`src/rtl/cpwm_pkg.sv`:
```
package cpwm_pkg;
  typedef enum logic [1:0] {
    CS_OFF     = 2'b00,
    CS_SYS     = 2'b01,
    CS_EXT     = 2'b10,
    CS_EXT_ALT = 2'b11
  } clk_src_e;
endpackage

```
`src/rtl/cpwm_prescale.sv`:
```
module cpwm_prescale #(
  parameter int PSC_W = 3
) (
  input  logic             clk,
  input  logic             rst,
  input  logic             run,
  input  logic             src_pulse,
  input  logic [PSC_W-1:0] presc,
  output logic             tick
);
  localparam int DIV_W = (1 << PSC_W) - 1;

  logic [DIV_W-1:0] div_q;
  logic [DIV_W-1:0] lim;
  logic [DIV_W:0]   pow;

  always_comb begin
    pow  = {{DIV_W{1'b0}}, 1'b1} << presc;
    lim  = DIV_W'(pow - {{DIV_W{1'b0}}, 1'b1});
    tick = run && src_pulse && (div_q >= lim);
  end

  always_ff @(posedge clk) begin
    if (rst || !run) begin
      div_q <= '0;
    end else if (src_pulse) begin
      if (div_q >= lim) div_q <= '0;
      else              div_q <= div_q + 1'b1;
    end
  end

  // with a divider above one, two ticks are never adjacent
  assert_tick_gap_R9: assert property (@(posedge clk) disable iff (rst)
    (tick && presc != '0) |=> (!tick || presc == '0));
endmodule

```
`src/rtl/cpwm_updown.sv`:
```
module cpwm_updown #(
  parameter int CNT_W = 16
) (
  input  logic             clk,
  input  logic             rst,
  input  logic             tick,
  input  logic [CNT_W-1:0] init_in,
  input  logic [CNT_W-1:0] mod_in,
  input  logic [CNT_W-1:0] chv_in,
  output logic [CNT_W-1:0] cnt_q,
  output logic [CNT_W-1:0] init_q,
  output logic [CNT_W-1:0] mod_q,
  output logic [CNT_W-1:0] chv_q,
  output logic [CNT_W-1:0] cnt_n,
  output logic [CNT_W-1:0] chv_n,
  output logic             desc_n,
  output logic             bnd
);
  localparam int W1 = CNT_W + 1;

  logic             up_q, up_n;
  logic [CNT_W-1:0] init_n, mod_n;
  logic [CNT_W:0]   floor_p1;
  logic             near_floor, at_peak;

  always_comb begin
    floor_p1   = {1'b0, init_q} + W1'(1);
    near_floor = ({1'b0, cnt_q} <= floor_p1);
    at_peak    = up_q && (cnt_q >= mod_q);
    bnd        = tick && near_floor && (!up_q || at_peak);

    cnt_n  = cnt_q;
    up_n   = up_q;
    init_n = init_q;
    mod_n  = mod_q;
    chv_n  = chv_q;
    if (bnd) begin
      cnt_n  = init_in;
      up_n   = 1'b1;
      init_n = init_in;
      mod_n  = mod_in;
      chv_n  = chv_in;
    end else if (tick) begin
      if (at_peak) begin
        cnt_n = cnt_q - 1'b1;
        up_n  = 1'b0;
      end else if (up_q) begin
        cnt_n = cnt_q + 1'b1;
      end else begin
        cnt_n = cnt_q - 1'b1;
      end
    end
    desc_n = !up_n;
  end

  always_ff @(posedge clk) begin
    if (rst) begin
      cnt_q  <= '0;
      up_q   <= 1'b1;
      init_q <= '0;
      mod_q  <= '0;
      chv_q  <= '0;
    end else begin
      cnt_q  <= cnt_n;
      up_q   <= up_n;
      init_q <= init_n;
      mod_q  <= mod_n;
      chv_q  <= chv_n;
    end
  end

  // a proper period keeps the count inside [start, ceiling]
  assert_bounds_R2: assert property (@(posedge clk) disable iff (rst)
    (mod_q > init_q) |-> (cnt_q >= init_q && cnt_q <= mod_q));

  // the working set changes only at a period start
  assert_shadow_R3: assert property (@(posedge clk) disable iff (rst)
    !bnd |=> ($stable(mod_q) && $stable(chv_q) && $stable(init_q)));

  // without a tick the count holds
  assert_hold_R8: assert property (@(posedge clk) disable iff (rst)
    !tick |=> $stable(cnt_q));

  // a degenerate range keeps the count at the start value
  assert_degen_R10: assert property (@(posedge clk) disable iff (rst)
    (bnd && mod_in <= init_in) |=> (cnt_q == init_q));
endmodule

```
`src/rtl/cpwm_compare.sv`:
```
module cpwm_compare #(
  parameter int CNT_W = 16
) (
  input  logic             clk,
  input  logic             rst,
  input  logic [CNT_W-1:0] cnt_n,
  input  logic [CNT_W-1:0] chv_n,
  input  logic             desc_n,
  input  logic             inv,
  output logic             pwm_q
);
  logic above;

  always_comb above = (cnt_n > chv_n) || ((cnt_n == chv_n) && desc_n);

  always_ff @(posedge clk) begin
    if (rst) pwm_q <= 1'b0;
    else     pwm_q <= above ^ inv;
  end

  // with the count frozen, a sense flip moves the pin
  assert_sense_R6: assert property (@(posedge clk) disable iff (rst)
    (inv != $past(inv) && cnt_n == $past(cnt_n) && chv_n == $past(chv_n)
     && desc_n == $past(desc_n)) |=> (pwm_q != $past(pwm_q)));
endmodule

```
`src/rtl/cpwm_timer.sv`:
```
module cpwm_timer #(
  parameter int CNT_W = 16,
  parameter int PSC_W = 3
) (
  input  logic             clk,
  input  logic             rst,
  input  logic [1:0]       clk_sel,
  input  logic             ext_tick,
  input  logic [PSC_W-1:0] presc,
  input  logic [CNT_W-1:0] cnt_init,
  input  logic [CNT_W-1:0] mod_val,
  input  logic [CNT_W-1:0] ch_val,
  input  logic             pol_inv,
  input  logic             trig_en,
  input  logic             tof_clr,
  output logic [CNT_W-1:0] count,
  output logic             pwm_out,
  output logic             init_trig,
  output logic             tof
);
  import cpwm_pkg::*;

  clk_src_e         src_sel;
  logic             run, src_pulse, tick, bnd, desc_n;
  logic [CNT_W-1:0] cnt_q, init_q, mod_q, chv_q, cnt_n, chv_n;

  always_comb begin
    src_sel = clk_src_e'(clk_sel);
    run     = (src_sel != CS_OFF);
    unique case (src_sel)
      CS_SYS:            src_pulse = 1'b1;
      CS_EXT, CS_EXT_ALT: src_pulse = ext_tick;
      default:           src_pulse = 1'b0;
    endcase
  end

  cpwm_prescale #(.PSC_W(PSC_W)) u_presc (
    .clk(clk), .rst(rst), .run(run), .src_pulse(src_pulse),
    .presc(presc), .tick(tick)
  );

  cpwm_updown #(.CNT_W(CNT_W)) u_cnt (
    .clk(clk), .rst(rst), .tick(tick),
    .init_in(cnt_init), .mod_in(mod_val), .chv_in(ch_val),
    .cnt_q(cnt_q), .init_q(init_q), .mod_q(mod_q), .chv_q(chv_q),
    .cnt_n(cnt_n), .chv_n(chv_n), .desc_n(desc_n), .bnd(bnd)
  );

  cpwm_compare #(.CNT_W(CNT_W)) u_cmp (
    .clk(clk), .rst(rst), .cnt_n(cnt_n), .chv_n(chv_n),
    .desc_n(desc_n), .inv(pol_inv), .pwm_q(pwm_out)
  );

  always_ff @(posedge clk) begin
    if (rst) begin
      init_trig <= 1'b0;
      tof       <= 1'b0;
    end else begin
      init_trig <= bnd && trig_en;
      if (bnd)          tof <= 1'b1;
      else if (tof_clr) tof <= 1'b0;
    end
  end

  assign count = cnt_q;

  // the pulse coincides with the start value on the count
  assert_trig_at_start_R4: assert property (@(posedge clk) disable iff (rst)
    init_trig |-> (count == init_q));

  // no pulse while disabled
  assert_trig_gated_R4: assert property (@(posedge clk) disable iff (rst)
    !trig_en |=> !init_trig);

  // a period start always leaves the flag set, even against a clear
  assert_tof_set_R7: assert property (@(posedge clk) disable iff (rst)
    bnd |=> tof);

  // a clear without a period start empties the flag
  assert_tof_clr_R7: assert property (@(posedge clk) disable iff (rst)
    (tof_clr && !bnd) |=> !tof);

  // a threshold at or above the ceiling keeps the pin low
  assert_low_chv_ge_mod_R5: assert property (@(posedge clk) disable iff (rst)
    (chv_q >= mod_q && mod_q > init_q && !$past(pol_inv)) |-> !pwm_out);

  // stopped timer holds the count
  assert_stop_R8: assert property (@(posedge clk) disable iff (rst)
    (src_sel == CS_OFF) |=> $stable(count));
endmodule

```
`config.mk`:
```
export PLATFORM = sky130hd
export DESIGN_NAME = cpwm_timer
export DESIGN_NICKNAME = d
export VERILOG_FILES = /design/src/rtl/cpwm_pkg.sv /design/src/rtl/cpwm_prescale.sv /design/src/rtl/cpwm_updown.sv /design/src/rtl/cpwm_compare.sv /design/src/rtl/cpwm_timer.sv
export SDC_FILE = /design/constraint.sdc
export NUM_CORES = 1
export LEC_CHECK = 0
export BUFFER_PORTS_ARGS = -buffer_cell sky130_fd_sc_hd__buf_2
export CORE_ASPECT_RATIO = 1.4
export CORE_MARGIN = 2
export CORE_UTILIZATION = 40
export DETAILED_ROUTE_END_ITERATION = 8
export PLACE_DENSITY = 0.66
export SYNTH_ARGS = -nofsm -noshare
export SYNTH_HDL_FRONTEND = slang
export SYNTH_SLANG_ARGS = --single-unit
```
`constraint.sdc`:
```
create_clock -name clk -period 6 [get_ports clk]
set_input_delay 1.2 -clock clk [delete_from_list [all_inputs] [get_ports clk]]
set_output_delay 1.2 -clock clk [all_outputs]
set_load 0.01 [all_outputs]
```
== Word level (Yosys, flattened, before mapping) ==
Index checks and enable logic that the tools add are counted.

* Add/subtract/negate cells: 5
* Order comparisons: 4
* Equal/unequal tests: 4
* Shift operators: 1
* Muxes and demuxes: 12
* Bitwise operators: 1
* Reductions and logical operators: 16

{| class="wikitable"
|+ Operators with widths
! cell !! count
|-
| 16-bit 2-to-1 mux || 5
|-
| 16-bit by 1-bit adder with 17-bit output, second input constant || 1
|-
| 16-bit by 17-bit less-or-equal comparator with 1-bit output || 1
|-
| 16-bit by 1-bit adder with 16-bit output, second input constant || 1
|-
| 16-bit == test || 1
|-
| 16-bit >= comparator || 1
|-
| 16-bit > comparator || 1
|-
| 16-bit by 1-bit subtractor with 16-bit output, second input constant || 1
|-
| 7-bit by 1-bit adder with 7-bit output, second input constant || 1
|-
| 7-bit >= comparator || 1
|-
| 1-bit logical AND || 7
|-
| 7-bit 2-to-1 mux || 1
|-
| 1-bit by 3-bit << shifter with 7-bit output, first input constant || 1
|-
| 7-bit by 1-bit subtractor with 7-bit output, second input constant || 1
|-
| 1-bit 2-to-1 mux || 5
|-
| 2-bit == test, second input constant || 2
|-
| 2-bit nonzero test || 2
|-
| 1-bit logical NOT || 3
|-
| 1-bit logical OR || 3
|-
| 2-bit by 1-bit == test with 1-bit output, second input constant || 1
|-
| 1-bit case mux with 2 select lines || 1
|-
| 2-bit OR reduction || 1
|-
| 1-bit bitwise XOR || 1
|}

* Bits in registers: 75
* Input port bits: 59
* Output and inout bits: 19
* Word-level logic and storage cells: 52

== Depth between registers and ports, before layout ==
Gate-level depths: netlist (run 1).

* Depth after elaboration: 12
* Gate-level depth with buffers: 25
* Gate-level depth less buffers: 24

== By module ==
Synthesis (run 1) repeated with hierarchy kept, for this count alone.

* Cells, all modules: 679
* Area, all modules: 5425.2 um^2

{| class="wikitable"
|+ Modules (own cells, without submodules)
! module !! instances !! cells an instance !! area an instance (um^2) !! seq. area each (um^2)
|-
| cpwm_updown || 1 || 546 || 4314.1 || 1301.2
|-
| cpwm_prescale || 1 || 58 || 526.8 || 140.1
|-
| cpwm_compare || 1 || 66 || 500.5 || 20.0
|-
| cpwm_timer || 1 || 9 || 83.8 || 40.0
|}

== Worst setup path after synthesis (run 1) ==
Ideal clock, no wire load.

* Path kind: input to register
* From: input port presc[2]
* To: register u_cmp.pwm_q
* Library setup time: 121 ps
* Arrival: 5004 ps
* Required time: 5879 ps
* Path slack: 876 ps
* Stages on the path: 18
* Path buffers: 1
* Path through: or3_1 -> ha_1 -> nor2b_1 -> o21ai_2 -> a31oi_2 -> or3_1 -> buf_2 -> a211oi_4 -> mux2_2 -> ha_1 -> nand2b_1 -> a21o_1 -> a21oi_1 -> o21ai_0 -> a2111oi_0 -> o22ai_1 -> o31ai_1 -> mux2_2

* Word-level cells in the longest chain between the ends: 11
* Elaborated cells between the ends (all ways): 17
* Those cells by class: 1 x add/sub; 2 x order compare; 1 x eq/ne; 1 x shift; 5 x mux; 1 x bitwise; 6 x reduce/logical

{| class="wikitable"
|+ Ends and longest elaborated chain
! what !! line !! RTL
|-
| from (decl) || cpwm_timer.sv:9 || <nowiki>input logic [PSC_W-1:0] presc,</nowiki>
|-
| 1-bit by 3-bit << shifter with 7-bit output * || cpwm_prescale.sv:18 || <nowiki>pow = {{DIV_W{1'b0}}, 1'b1} << presc;</nowiki>
|-
| 7-bit by 1-bit subtractor with 7-bit output * || cpwm_prescale.sv:19 || <nowiki>lim = DIV_W'(pow - {{DIV_W{1'b0}}, 1'b1});</nowiki>
|-
| 7-bit >= comparator * || cpwm_prescale.sv:20 || <nowiki>tick = run && src_pulse && (div_q >= lim);</nowiki>
|-
| 1-bit logical AND * || cpwm_prescale.sv:20 ||
|-
| 1-bit logical AND * (2 in a row) || cpwm_updown.sv:30 || <nowiki>bnd = tick && near_floor && (!up_q || at_peak);</nowiki>
|-
| 16-bit 2-to-1 mux * || cpwm_updown.sv:37 || <nowiki>if (bnd) begin</nowiki>
|-
| net chv_n[0] || cpwm_timer.sv:25 || <nowiki>logic [CNT_W-1:0] cnt_q, init_q, mod_q, chv_q, cnt_n, chv_n;</nowiki>
|-
| branches (longest 2 deep; another with 16-bit > comparator) || -- ||
|-
| 1-bit logical OR * || cpwm_compare.sv:14 || <nowiki>always_comb above = (cnt_n > chv_n) || ((cnt_n == chv_n) && desc_n);</nowiki>
|-
| 1-bit bitwise XOR * || cpwm_compare.sv:18 || <nowiki>else pwm_q <= above ^ inv;</nowiki>
|-
| to (signal assigned) || cpwm_compare.sv:18 ||
|-
| to (decl) || cpwm_compare.sv:10 || <nowiki>output logic pwm_q</nowiki>
|}

Mark *: on every way through the listed nets, which the timed path passes.
A chain may end at the register's enable or synchronous reset.

== Worst setup path after layout (run 1) ==
* From: register u_cnt.init_q[0]
* To: register u_cmp.pwm_q

* Word-level cells in the longest chain between the ends: 9
* Elaborated cells between the ends (all ways): 13
* Those cells by class: 1 x add/sub; 2 x order compare; 1 x eq/ne; 3 x mux; 1 x bitwise; 5 x reduce/logical

{| class="wikitable"
|+ Ends and longest elaborated chain
! what !! line !! RTL
|-
| from (decl) || cpwm_updown.sv:11 || <nowiki>output logic [CNT_W-1:0] init_q,</nowiki>
|-
| from (signal assigned) || cpwm_updown.sv:66 || <nowiki>init_q <= init_n;</nowiki>
|-
| 16-bit by 1-bit adder with 17-bit output * || cpwm_updown.sv:27 || <nowiki>floor_p1 = {1'b0, init_q} + W1'(1);</nowiki>
|-
| 16-bit by 17-bit less-or-equal comparator with 1-bit output * || cpwm_updown.sv:28 || <nowiki>near_floor = ({1'b0, cnt_q} <= floor_p1);</nowiki>
|-
| 1-bit logical AND * (2 in a row) || cpwm_updown.sv:30 ||
|-
| 16-bit 2-to-1 mux * || cpwm_updown.sv:37 ||
|-
| net cnt_n[7] || cpwm_timer.sv:25 ||
|-
| branches (longest 2 deep; another with 16-bit > comparator) || -- ||
|-
| 1-bit logical OR * || cpwm_compare.sv:14 ||
|-
| 1-bit bitwise XOR * || cpwm_compare.sv:18 ||
|}

Marks and branches as above.

==> flow_metrics.tcl, run 1 <==
set metrics [dict create \
    cpMostUsedCell "nand3_1" \
    max-cap-violations 0 \
    h-tree-depth 3 \
    r2r_start "u_cnt.init_q[0]$_SDFFE_PP0P_" \
    cpMaxStageDelayCell "dfxtp_1" \
    grt_max_degree 65 \
    netlist_area_um2 5070 \
    clock_skew_ns 0.00558 \
    post_drt_wl_per_cell_um 17.8 \
    slew_headroom_pct 53.4 \
    area_growth_pct 18.1 \
    synthFlopType "dfxtp_1" \
    dr.pass1.iters 5 \
    worst_slack_ns 0.483 \
    layout_min_cycle_time_ns 5.52 \
    reg2reg_to "u_cmp.pwm_q$_SDFF_PP0_" \
    path_class "flop to flop" \
    final-instance-count-excl-fill 879 \
    cp-end-kind "flop" \
    dp_cells 863 \
    grt_pass1_wl_um 24800 \
    ff2ff_setup_slack_ns 0.48 \
    drt-vias-per-instance 5.75 \
    core_um2 12400 \
    ant_nets 0 \
    io_buffers 77 \
    rows 48 \
    io_pins 78 \
    hold_class "flop to flop" \
    whs_ns 0.453 \
    first_global_vias 4833 \
    pwr_density_cell_nw_per_um2 285 \
    cp-startpoint "u_cnt.init_q[0]$_SDFFE_PP0P_" \
    power_leakage_nw 2.51 \
    endpoint "u_cmp.pwm_q$_SDFF_PP0_" \
    fmax_mhz 181 \
    grt_remaining_overflow 0 \
    via_count 5053 \
    ir_drop_mv 0.160 \
    start_util_pct 41.0 \
    antenna_found_initial 0 \
    die_h_um 137 \
    rsz0062_at_grt "no" \
    ys_seq_elements 75 \
    netlist_top_cells_area "dfxtp_1 (30%), ha_1 (15%), nand2_1 (8.2%)" \
    crit_path_max_fanout 8 \
    n_antenna_cell 0 \
    final-max-slew-violation-count 0 \
    finalSetupTns_ns 0 \
    cpPeakStageDelay_ns 0.49 \
    setup_viol 0 \
    required_ns 6.23 \
    numClockSinks 75 \
    drc 0 \
    totalWireLength_um 15600 \
    status "completed" \
    cp.arrival_ns 5.75 \
    place_ws_ns 0.289 \
    avgSynthCellArea_um2 7.77 \
    yosys_warnings 0 \
    cts_buffer_depth 2 \
    synth_nets 771 \
    final_net_count 842 \
    yosys.area.top_type "dfxtp_1" \
    cts.clk_slew.worst_paths_ns 0.06 \
    synth_edf_count 0 \
    cts_tree "done" \
    fp.dieW_um 99.2 \
    worstMarginPinSlew_ns 0.698 \
    syn_inst 653 \
    grt_use_total_pct 23.5 \
    gp_congestion 0.890 \
    fill_cells 1223 \
    insertion_delay_ns 0.35 \
    synth_top_area_share_pct 29.6 \
    fp.dieArea_um2 13600 \
    synthDistinctLibCells 60 \
    finalCritPeriodShare_pct 91.9 \
    cts-buffers-inserted 9 \
    seq_area_frac_synth_pct 29.6 \
    hold_buffers 0 \
    first_iter_violations 422 \
    reg2reg_depth 21 \
    async_flop_share_pct 0 \
    clockRootBuffer "clkbuf_16" \
    path_cells "ha_1, nand3_1, nor3_4, nand3_1, xor2_1, ha_1, nand3_1, nor2_1, a221oi_1, nand3_1, nand2_1, a211oi_1, o32ai_1, ha_1, and3_1, nand3_1, o21ai_0, a2111oi_0, o22ai_1, o31ai_1, mux2_2" \
    hold_viol_final 0 \
    post-dp-hpwl_um 11700 \
    start_kind "flop" \
    drive_above_1_share_pct 16.0 \
]
metal layers:
metal  vias up  track usage [%]  routed length, um
met5         -                0                  0
met4         0             11.1                596
met3        48             4.67                787
met2       159             42.6               8040
met1      2391             26.1               6180
li1       2455                -                  -
state kept, by name, summed over array words and instances, names as in the netlist:
name and cells:
u_cnt.chv_q 16, u_cnt.cnt_q 16, u_cnt.init_q 16, u_cnt.mod_q 16, u_presc.div_q 7, init_trig 1
tof 1, u_cmp.pwm_q 1, u_cnt.up_q 1
critical path, delay by kind of cell (launching register included):
family / cells / cell delay, ns
AOI/OAI and AO/OA: 7 / 1.72
xor gates and xnor gates: 1 / 0.15
muxes: 1 / 0.36
adders and majority gates: 3 / 0.90
and+or+nand+nor: 9 / 1.76
DFF: 1 / 0.49
cells by family (layout without fill, tap and decap cells):
logic type	Yosys count	in the layout	synth area share, %
DFF	75	75	29.6
AOI/OAI and AO/OA	139	139	16.8
and+or+nand+nor	278	278	25.4
buffers and inverters	54	130	4.69
adders and majority gates	59	59	14.5
xor gates and xnor gates	24	24	4.14
muxes	24	24	4.83
what timing repair did:
action	4_1_cts	5_1_grt
gates resized for setup	0	3
endpoints found under the setup margin	0	1
buffers inserted	0	0
endpoints found under the hold margin	0	0
cell usage after synthesis (all sizes together), types with 4 or more instances:
cell type,count
nand2,111
dfxtp,75
a21oi,68
nor2,60
ha,59
nand3,30
inv,27
o21ai,26
mux2i,20
nor3,17
clkbuf,14
xor2,14
buf,13
and3,11
nand4,11
xnor2,10
or3,8
a211oi,6
a21o,6
and2,6
a31oi,5
mux2,4
nand2b,4
nor2b,4
nor4,4
power by group:
part,switching (mW),internal [mW],leakage [nW]
Clock,0.216,0.471,0.183
Sequential,0.0254,0.509,0.605
Combinational,0.299,0.188,1.73
cells in the final DEF (no fill, tap or decap), drive strengths merged, types with 4 or more instances in the layout:
master	n
bufinv	4
ha	59
nand4	11
nand2b	4
nor2b	4
nand2	111
nor2	60
xor2	14
mux2	4
nand3	30
a21oi	68
clkbuf	12
buf	87
and3	11
dfxtp	75
inv	27
mux2i	20
nor4	4
a211oi	6
xnor2	10
and2	6
or3	8
a21o	6
nor3	17
a31oi	5
o21ai	26
how the worst min path moves through the flow:
stage / from / end / slack, ns / cells after the start
final: u_cnt.mod_q[9]$_SDFFE_PP0P_ / u_cnt.mod_q[9]$_SDFFE_PP0P_ / 0.45 / 2
after detailed placement: u_cnt.mod_q[9]$_SDFFE_PP0P_ / u_cnt.mod_q[9]$_SDFFE_PP0P_ / 0.45 / 2
after global placement: u_cnt.mod_q[3]$_SDFFE_PP0P_ / u_cnt.mod_q[3]$_SDFFE_PP0P_ / 0.45 / 2
after floorplan: u_cnt.mod_q[10]$_SDFFE_PP0P_ / u_cnt.mod_q[10]$_SDFFE_PP0P_ / 0.44 / 2
after global routing: u_cnt.mod_q[3]$_SDFFE_PP0P_ / u_cnt.mod_q[3]$_SDFFE_PP0P_ / 0.48 / 2
after CTS: u_cnt.mod_q[9]$_SDFFE_PP0P_ / u_cnt.mod_q[9]$_SDFFE_PP0P_ / 0.46 / 2
layout make-up:
class	count	area [um^2]	area share, %
tap	150	188	3.13
sequential	75	1500	25.1
inverter	27	101	1.69
timing repair buffer	87	473	7.89
clock inverter	4	120	2.00
clock buffer	12	256	4.28
multi-input combinational	524	3350	55.9
stage by stage:
step	power (mW)	instance area (um^2)	utilization (%)
after floorplan	0.882	5070	-
after global placement	1.01	5600	45.3
after detailed placement	1.02	5600	45.3
after CTS	1.71	5980	48.3
after global routing	1.79	5990	48.4
final	1.71	5990	48.4
Power figures use the tool's default switching activity.
==> inputs of run 2 (changes only) <==
ABC_AREA = 1   (was default)
PLACE_DENSITY = 0.65   (was 0.66)
==> run 2 against run 1 <==
Register-to-register slack better by 0.76 ns. Design area increased by 4.3%. Maximum frequency up 16%. Clock skew shrank 0.0013 ns. Flip-flop and latch count unchanged. First-iteration DRC count fell by 55%. Setup slack better by 0.76 ns. Critical path depth rose by 10. Count of clock-buffer cells in the layout did not move. Critical path type unchanged. Utilization shrank 1.5 points.
==> flow_metrics.tcl, run 2 <==
set metrics [dict create \
    status "completed" \
    drc 0 \
    fmax_mhz 210 \
    synth_edf_count 0 \
    netlist_area_um2 5460 \
    via_count 4973 \
    post_drt_wl_per_cell_um 12.8 \
    cp-end-kind "flop" \
    worstMarginPinSlew_ns 0.704 \
    r2r_start "u_cnt.init_q[2]$_SDFFE_PP0P_" \
    antenna_found_initial 0 \
    numClockSinks 75 \
    crit_path_max_fanout 17 \
    fill_cells 1399 \
    setup_viol 0 \
    final_net_count 968 \
    totalWireLength_um 13300 \
    insertion_delay_ns 0.34 \
    area_growth_pct 14.5 \
    cts-buffers-inserted 9 \
    cts_resized 0 \
    synthFlopType "dfxtp_1" \
    io_buffers 77 \
    power_leakage_nw 3.13 \
    synth_common_cells "nand2_1 (172), nor2_1 (87), inv_1 (80), dfxtp_1 (75), a21oi_1 (61)" \
    netlist_top_cells_area "dfxtp_1 (28%), ha_1 (14%), nand2_1 (12%)" \
    fp.dieArea_um2 14600 \
    synth-simple-area-share_pct 30.9 \
    cp.arrival_ns 4.99 \
    rsz0062_at_grt "no" \
    post-dp-hpwl_um 10200 \
    core_um2 13300 \
    n_antenna_cell 0 \
    cp-startpoint "u_cnt.init_q[2]$_SDFFE_PP0P_" \
    hold_buffers 0 \
    cpMaxStageDelayCell "dfxtp_1" \
    rows 50 \
    drive_above_1_share_pct 18.2 \
    clockRootBuffer "clkbuf_16" \
    finalSetupTns_ns 0 \
    start_util_pct 41.0 \
    async_flop_share_pct 0 \
    required_ns 6.23 \
    ir_drop_mv 0.103 \
    yosys.area.top_type "dfxtp_1" \
    synthDistinctLibCells 40 \
    seq_area_um2 1500 \
    muxShareOfSynthArea_pct 0 \
    pwr_density_cell_nw_per_um2 200 \
    final_cell_mix "nand2_1 (172), nor2_1 (87), inv_1 (80)" \
    seq_area_frac_synth_pct 27.5 \
    grt_max_degree 51 \
    synth_nets 899 \
    whs_ns 0.457 \
    finalCritPeriodShare_pct 79.3 \
    grt_pass1_wl_um 22600 \
    grt_use_total_pct 19.5 \
    yosysMostFrequentCell "nand2_1" \
    synth-compound-area-share_pct 13.5 \
    first_iter_violations 191 \
    synth_fa_ha_area_share_pct 13.5 \
    whs_path_depth 2 \
    gp_congestion 0.884 \
    cpMostUsedCell "nand2_1" \
    cts.clk_slew.worst_paths_ns 0.06 \
    cpPeakStageDelay_ns 0.41 \
    cts_setup_buffers 0 \
    final-instance-count-excl-fill 1035 \
    avgSynthCellArea_um2 6.99 \
    worstHoldStart "tof$_SDFFE_PP0P_" \
    ff2ff_setup_slack_ns 1.24 \
    ant_nets 0 \
    max-cap-violations 0 \
    layout_min_cycle_time_ns 4.76 \
    multiInputGateArea_um2 3500 \
    drt-vias-per-instance 4.80 \
    grt_remaining_overflow 0 \
    cts_buffer_depth 2 \
    die_h_um 142 \
    path_class "flop to flop" \
    start_kind "flop" \
    cts_tree "done" \
    reg2reg_depth 31 \
    clock_skew_ns 0.00423 \
    final-max-slew-violation-count 0 \
    ys_seq_elements 75 \
    io_pins 78 \
    synth_top_family_by_area "simple AND/OR/NAND/NOR gates" \
    dr.pass1.iters 4 \
    synth_top_area_share_pct 27.5 \
    hold_viol_final 0 \
    first_global_vias 4921 \
    fp.dieW_um 103 \
    dp_cells 1021 \
    h-tree-depth 3 \
    yosys.area_share.xor_xnor_pct 6.26 \
    slew_headroom_pct 53.0 \
    hold_class "flop to flop" \
    yosys_warnings 0 \
    layout_commonest_cell "nand2_1" \
    syn_inst 781 \
]
[run 2: cell count changes after synthesis, sizes merged, moves of 7 or more]
cell	change
nand2	+79
inv	+55
nor2	+32
nand3	+24
mux2i	-20
xor2	+20
o21ai	+18
or2	+15
and3	-11
nor3	-8
or3	-8
a21oi	+7
[run 2: routing by layer]
| layer | vias up | wire length, um | global-route usage (%) |
|---|---|---|---|
| li1 | 2662 | - | - |
| met1 | 2219 | 6000 | 24.4 |
| met2 | 74 | 6540 | 32.9 |
| met3 | 18 | 433 | 3.49 |
| met4 | 0 | 282 | 7.37 |
| met5 | - | 0 | 0 |
[run 2: worst paths after layout]
check | end
max | u_cmp.pwm_q$_SDFF_PP0_
min reg2reg | tof$_SDFFE_PP0P_
min | tof$_SDFFE_PP0P_
max reg2reg | u_cmp.pwm_q$_SDFF_PP0_
[run 2: cell type report]
cell class	count	area share (%)
repair buffers	84	7.01
clock inverters	2	0.200
inverters	83	4.98
clock buffers	12	4.10
flip-flops and latches	75	24.0
multi-input cells	597	56.0
well taps	182	3.64
[run 2: kinds of logic (layout without fill, tap and decap cells)]
logic type,count (synthesis),after routing
buffers and inverters,109,181
xor gates and xnor gates,39,39
and+or+nand+nor,374,374
AOI/OAI and AO/OA,125,125
adders and majority gates,59,59
DFF,75,75
[run 2: where the power goes]
group	switching, mW	leakage (nW)	internal [mW]
registers	0.0102	0.605	0.508
clock network	0.202	0.131	0.297
logic	0.143	2.40	0.0876
[run 2: through the flow]
stage | util [%] | power (mW) | area [um^2] | worst slack [ns]
finish | 46.9 | 1.25 | 6250 | 1.24
CTS | 46.9 | 1.26 | 6250 | 1.13
floorplan | - | 0.693 | 5460 | 2.18
global route | 46.9 | 1.32 | 6250 | 0.513
detailed placement | 44.9 | 0.759 | 5980 | 0.934
global placement | 44.9 | 0.759 | 5980 | 1.04
[run 2: worst max-delay path: cells and delay by family (launching register included)]
family                   cells  cell delay (ns)
buffers and inverters        4             0.64
XOR/XNOR                     1             0.15
AND/OR/NAND/NOR             24             2.87
flip-flops                   1             0.41
adder cells (fa/ha/maj)      2             0.59
==> inputs of run 3 (changes only) <==
PLACE_DENSITY = 0.67   (was 0.65)
clock period = 4 ns   (was 6 ns; I/O delays follow)
==> run 3 against run 2 <==
Combinational power increased by 77%. Via count grew 6.2%. Maximum frequency up 18%. Setup slack got worse by 1.3 ns. Clock skew increased by 0.0023 ns. Design area up 14%. Register-to-register slack got worse by 1.3 ns. Largest power group is now clock. The run now ends with negative setup slack left.
==> flow_metrics.tcl, run 3 (same netlist as run 2, synthesis figures left out) <==
set metrics [dict create \
    hold_viol_final 0 \
    crit_path_max_fanout 5 \
    io_buffers 77 \
    first_iter_violations 247 \
    fp.dieArea_um2 14600 \
    cpPeakStageDelay_ns 0.38 \
    cp-end-kind "flop" \
    total_power_mw 2.06 \
    n_antenna_cell 0 \
    cts.clk_slew.worst_paths_ns 0.06 \
    grtUsageMet1_pct 24.9 \
    ant_nets 0 \
    grt_remaining_overflow 0 \
    start_kind "flop" \
    via_count 5281 \
    worstHoldStart "tof$_SDFFE_PP0P_" \
    violations "negative setup slack" \
    clock_skew_ns 0.00652 \
    layout_commonest_cell "nand2_1" \
    grt-busiest-layer "met2" \
    status "finished with violations" \
    cp.arrival_ns 4.26 \
    path_class "flop to flop" \
    holdPathEnd "tof$_SDFFE_PP0P_" \
    fmax_mhz 248 \
    cpMaxStageDelayCell "dfxtp_4" \
    globalRouteMet3Util_pct 3.19 \
    fill_cells 1293 \
    worst_slack_ns -0.0270 \
    hold_class "flop to flop" \
    pwr_density_cell_nw_per_um2 288 \
    gp_congestion 0.885 \
    reg2reg_to "u_cmp.pwm_q$_SDFF_PP0_" \
    seq_area_um2 1510 \
    grtUsageMet2_pct 34.5 \
    area_growth_pct 30.9 \
    antenna_found_initial 0 \
    post-dp-hpwl_um 10900 \
    dr.pass1.iters 4 \
    rsz0062_at_grt "yes" \
    cts_buffer_depth 2 \
    worstMarginPinSlew_ns 0.621 \
    reg2reg_depth 31 \
    insertion_delay_ns 0.34 \
    fp.dieW_um 103 \
    drt-vias-per-instance 4.77 \
    grt_max_degree 51 \
    max-cap-violations 0 \
    cts-buffers-inserted 9 \
    rows 50 \
    numClockSinks 75 \
    hold_buffers 0 \
    ff2ff_setup_slack_ns -0.03 \
    drc 0 \
    h-tree-depth 3 \
    placed_cell_area_um2 6440 \
    core_um2 13300 \
    drive_above_1_share_pct 28.6 \
    final_cell_mix "nand2_1 (165), inv_1 (79), nor2_1 (79)" \
    die_h_um 142 \
    totalWireLength_um 14300 \
    first_global_vias 5002 \
    cpMostUsedCell "nand2_1" \
    start_util_pct 41.0 \
    final_net_count 1038 \
    grt_use_total_pct 20.0 \
    ir_drop_mv 0.182 \
    clockRootBuffer "clkbuf_16" \
    layout_min_cycle_time_ns 4.03 \
    setup_viol 1 \
    grt_pass1_wl_um 23100 \
    r2r_start "u_cnt.init_q[1]$_SDFFE_PP0P_" \
    slew_headroom_pct 58.6 \
    whs_path_depth 2 \
    design_area_um2 7140 \
    finalCritPeriodShare_pct 101 \
    required_ns 4.23 \
    io_pins 78 \
    cts_tree "done" \
    power_leakage_nw 3.58 \
    final-max-slew-violation-count 0 \
    post_drt_wl_per_cell_um 13.0 \
    multiInputGateArea_um2 3730 \
]
run 3: cell count changes in the layout (fill, tap and decap cells not counted), moves of 6 or more:
cell,before,now
nand2_1,172,165
dfxtp_1,75,69
nor2_1,87,79
nand3_1,53,45
buf_4,7,71
run 3: final cells by class:
class	instances	share of cell area, %
inverters	83	4.36
flip-flops and latches	75	21.2
repair buffers	154	14.6
multi-input cells	597	52.2
clock buffers	12	3.45
well taps	182	3.19
clock inverters	4	1.03
run 3: per-layer routing:
| layer | part of all wire (%) | up-vias | wire length (um) |
|---|---|---|---|
| met2 | 50 | 101 | 7140 |
| met4 | 2.2 | 0 | 315 |
| li1 | - | 2802 | - |
| met3 | 4.1 | 21 | 581 |
| met1 | 44 | 2357 | 6310 |
| met5 | 0 | - | 0 |
run 3: worst max-delay path: cells and delay by family, from the launching register on:
kind / cells / cell delay (ns)
and+or+nand+nor: 19 / 1.85
adders and majority gates: 3 / 0.77
buffers and inverters: 6 / 0.63
DFF: 1 / 0.38
xor gates and xnor gates: 1 / 0.15
AOI/OAI and AO/OA: 2 / 0.12
run 3: power by group:
group / leakage, nW / switching [mW] / total [mW] / internal [mW]
clock: 0.157 / 0.315 / 0.878 / 0.564
sequential: 0.609 / 0.0122 / 0.773 / 0.761
combinational: 2.82 / 0.244 / 0.407 / 0.163
total: 3.58 / 0.571 / 2.06 / 1.49
run 3: per-stage QoR:
step	utilization, %	std cells	setup slack [ns]	hold slack, ns	TNS, ns
final	53.6	1107	-0.0270	0.458	-0.0270
after global routing	53.6	1107	-0.343	0.480	-0.343
after CTS	51.1	1094	0.0143	0.461	0
after detailed placement	48.3	1077	-0.207	0.453	-0.207
after global placement	48.3	1077	-0.113	0.450	-0.113
after floorplan	-	781	0.244	0.433	0
run 3: how the worst max path moves through the flow:
stage                                  end                         start
floorplan           u_cmp.pwm_q$_SDFF_PP0_  u_cnt.init_q[2]$_SDFFE_PP0P_
global placement    u_cmp.pwm_q$_SDFF_PP0_  u_cnt.init_q[0]$_SDFFE_PP0P_
detailed placement  u_cmp.pwm_q$_SDFF_PP0_  u_cnt.init_q[0]$_SDFFE_PP0P_
CTS                 u_cmp.pwm_q$_SDFF_PP0_  u_cnt.init_q[0]$_SDFFE_PP0P_
global route        u_cmp.pwm_q$_SDFF_PP0_  u_cnt.init_q[1]$_SDFFE_PP0P_
finish              u_cmp.pwm_q$_SDFF_PP0_  u_cnt.init_q[1]$_SDFFE_PP0P_
run 3: timing repair:
| item | 4_1_cts | 5_1_grt |
|---|---|---|
| setup endpoints to repair | 1 | 1 |
| gates cloned | 0 | 1 |
| resized for setup | 13 | 44 |
| pin swaps | 4 | 26 |
| buffers inserted | 1 | 13 |
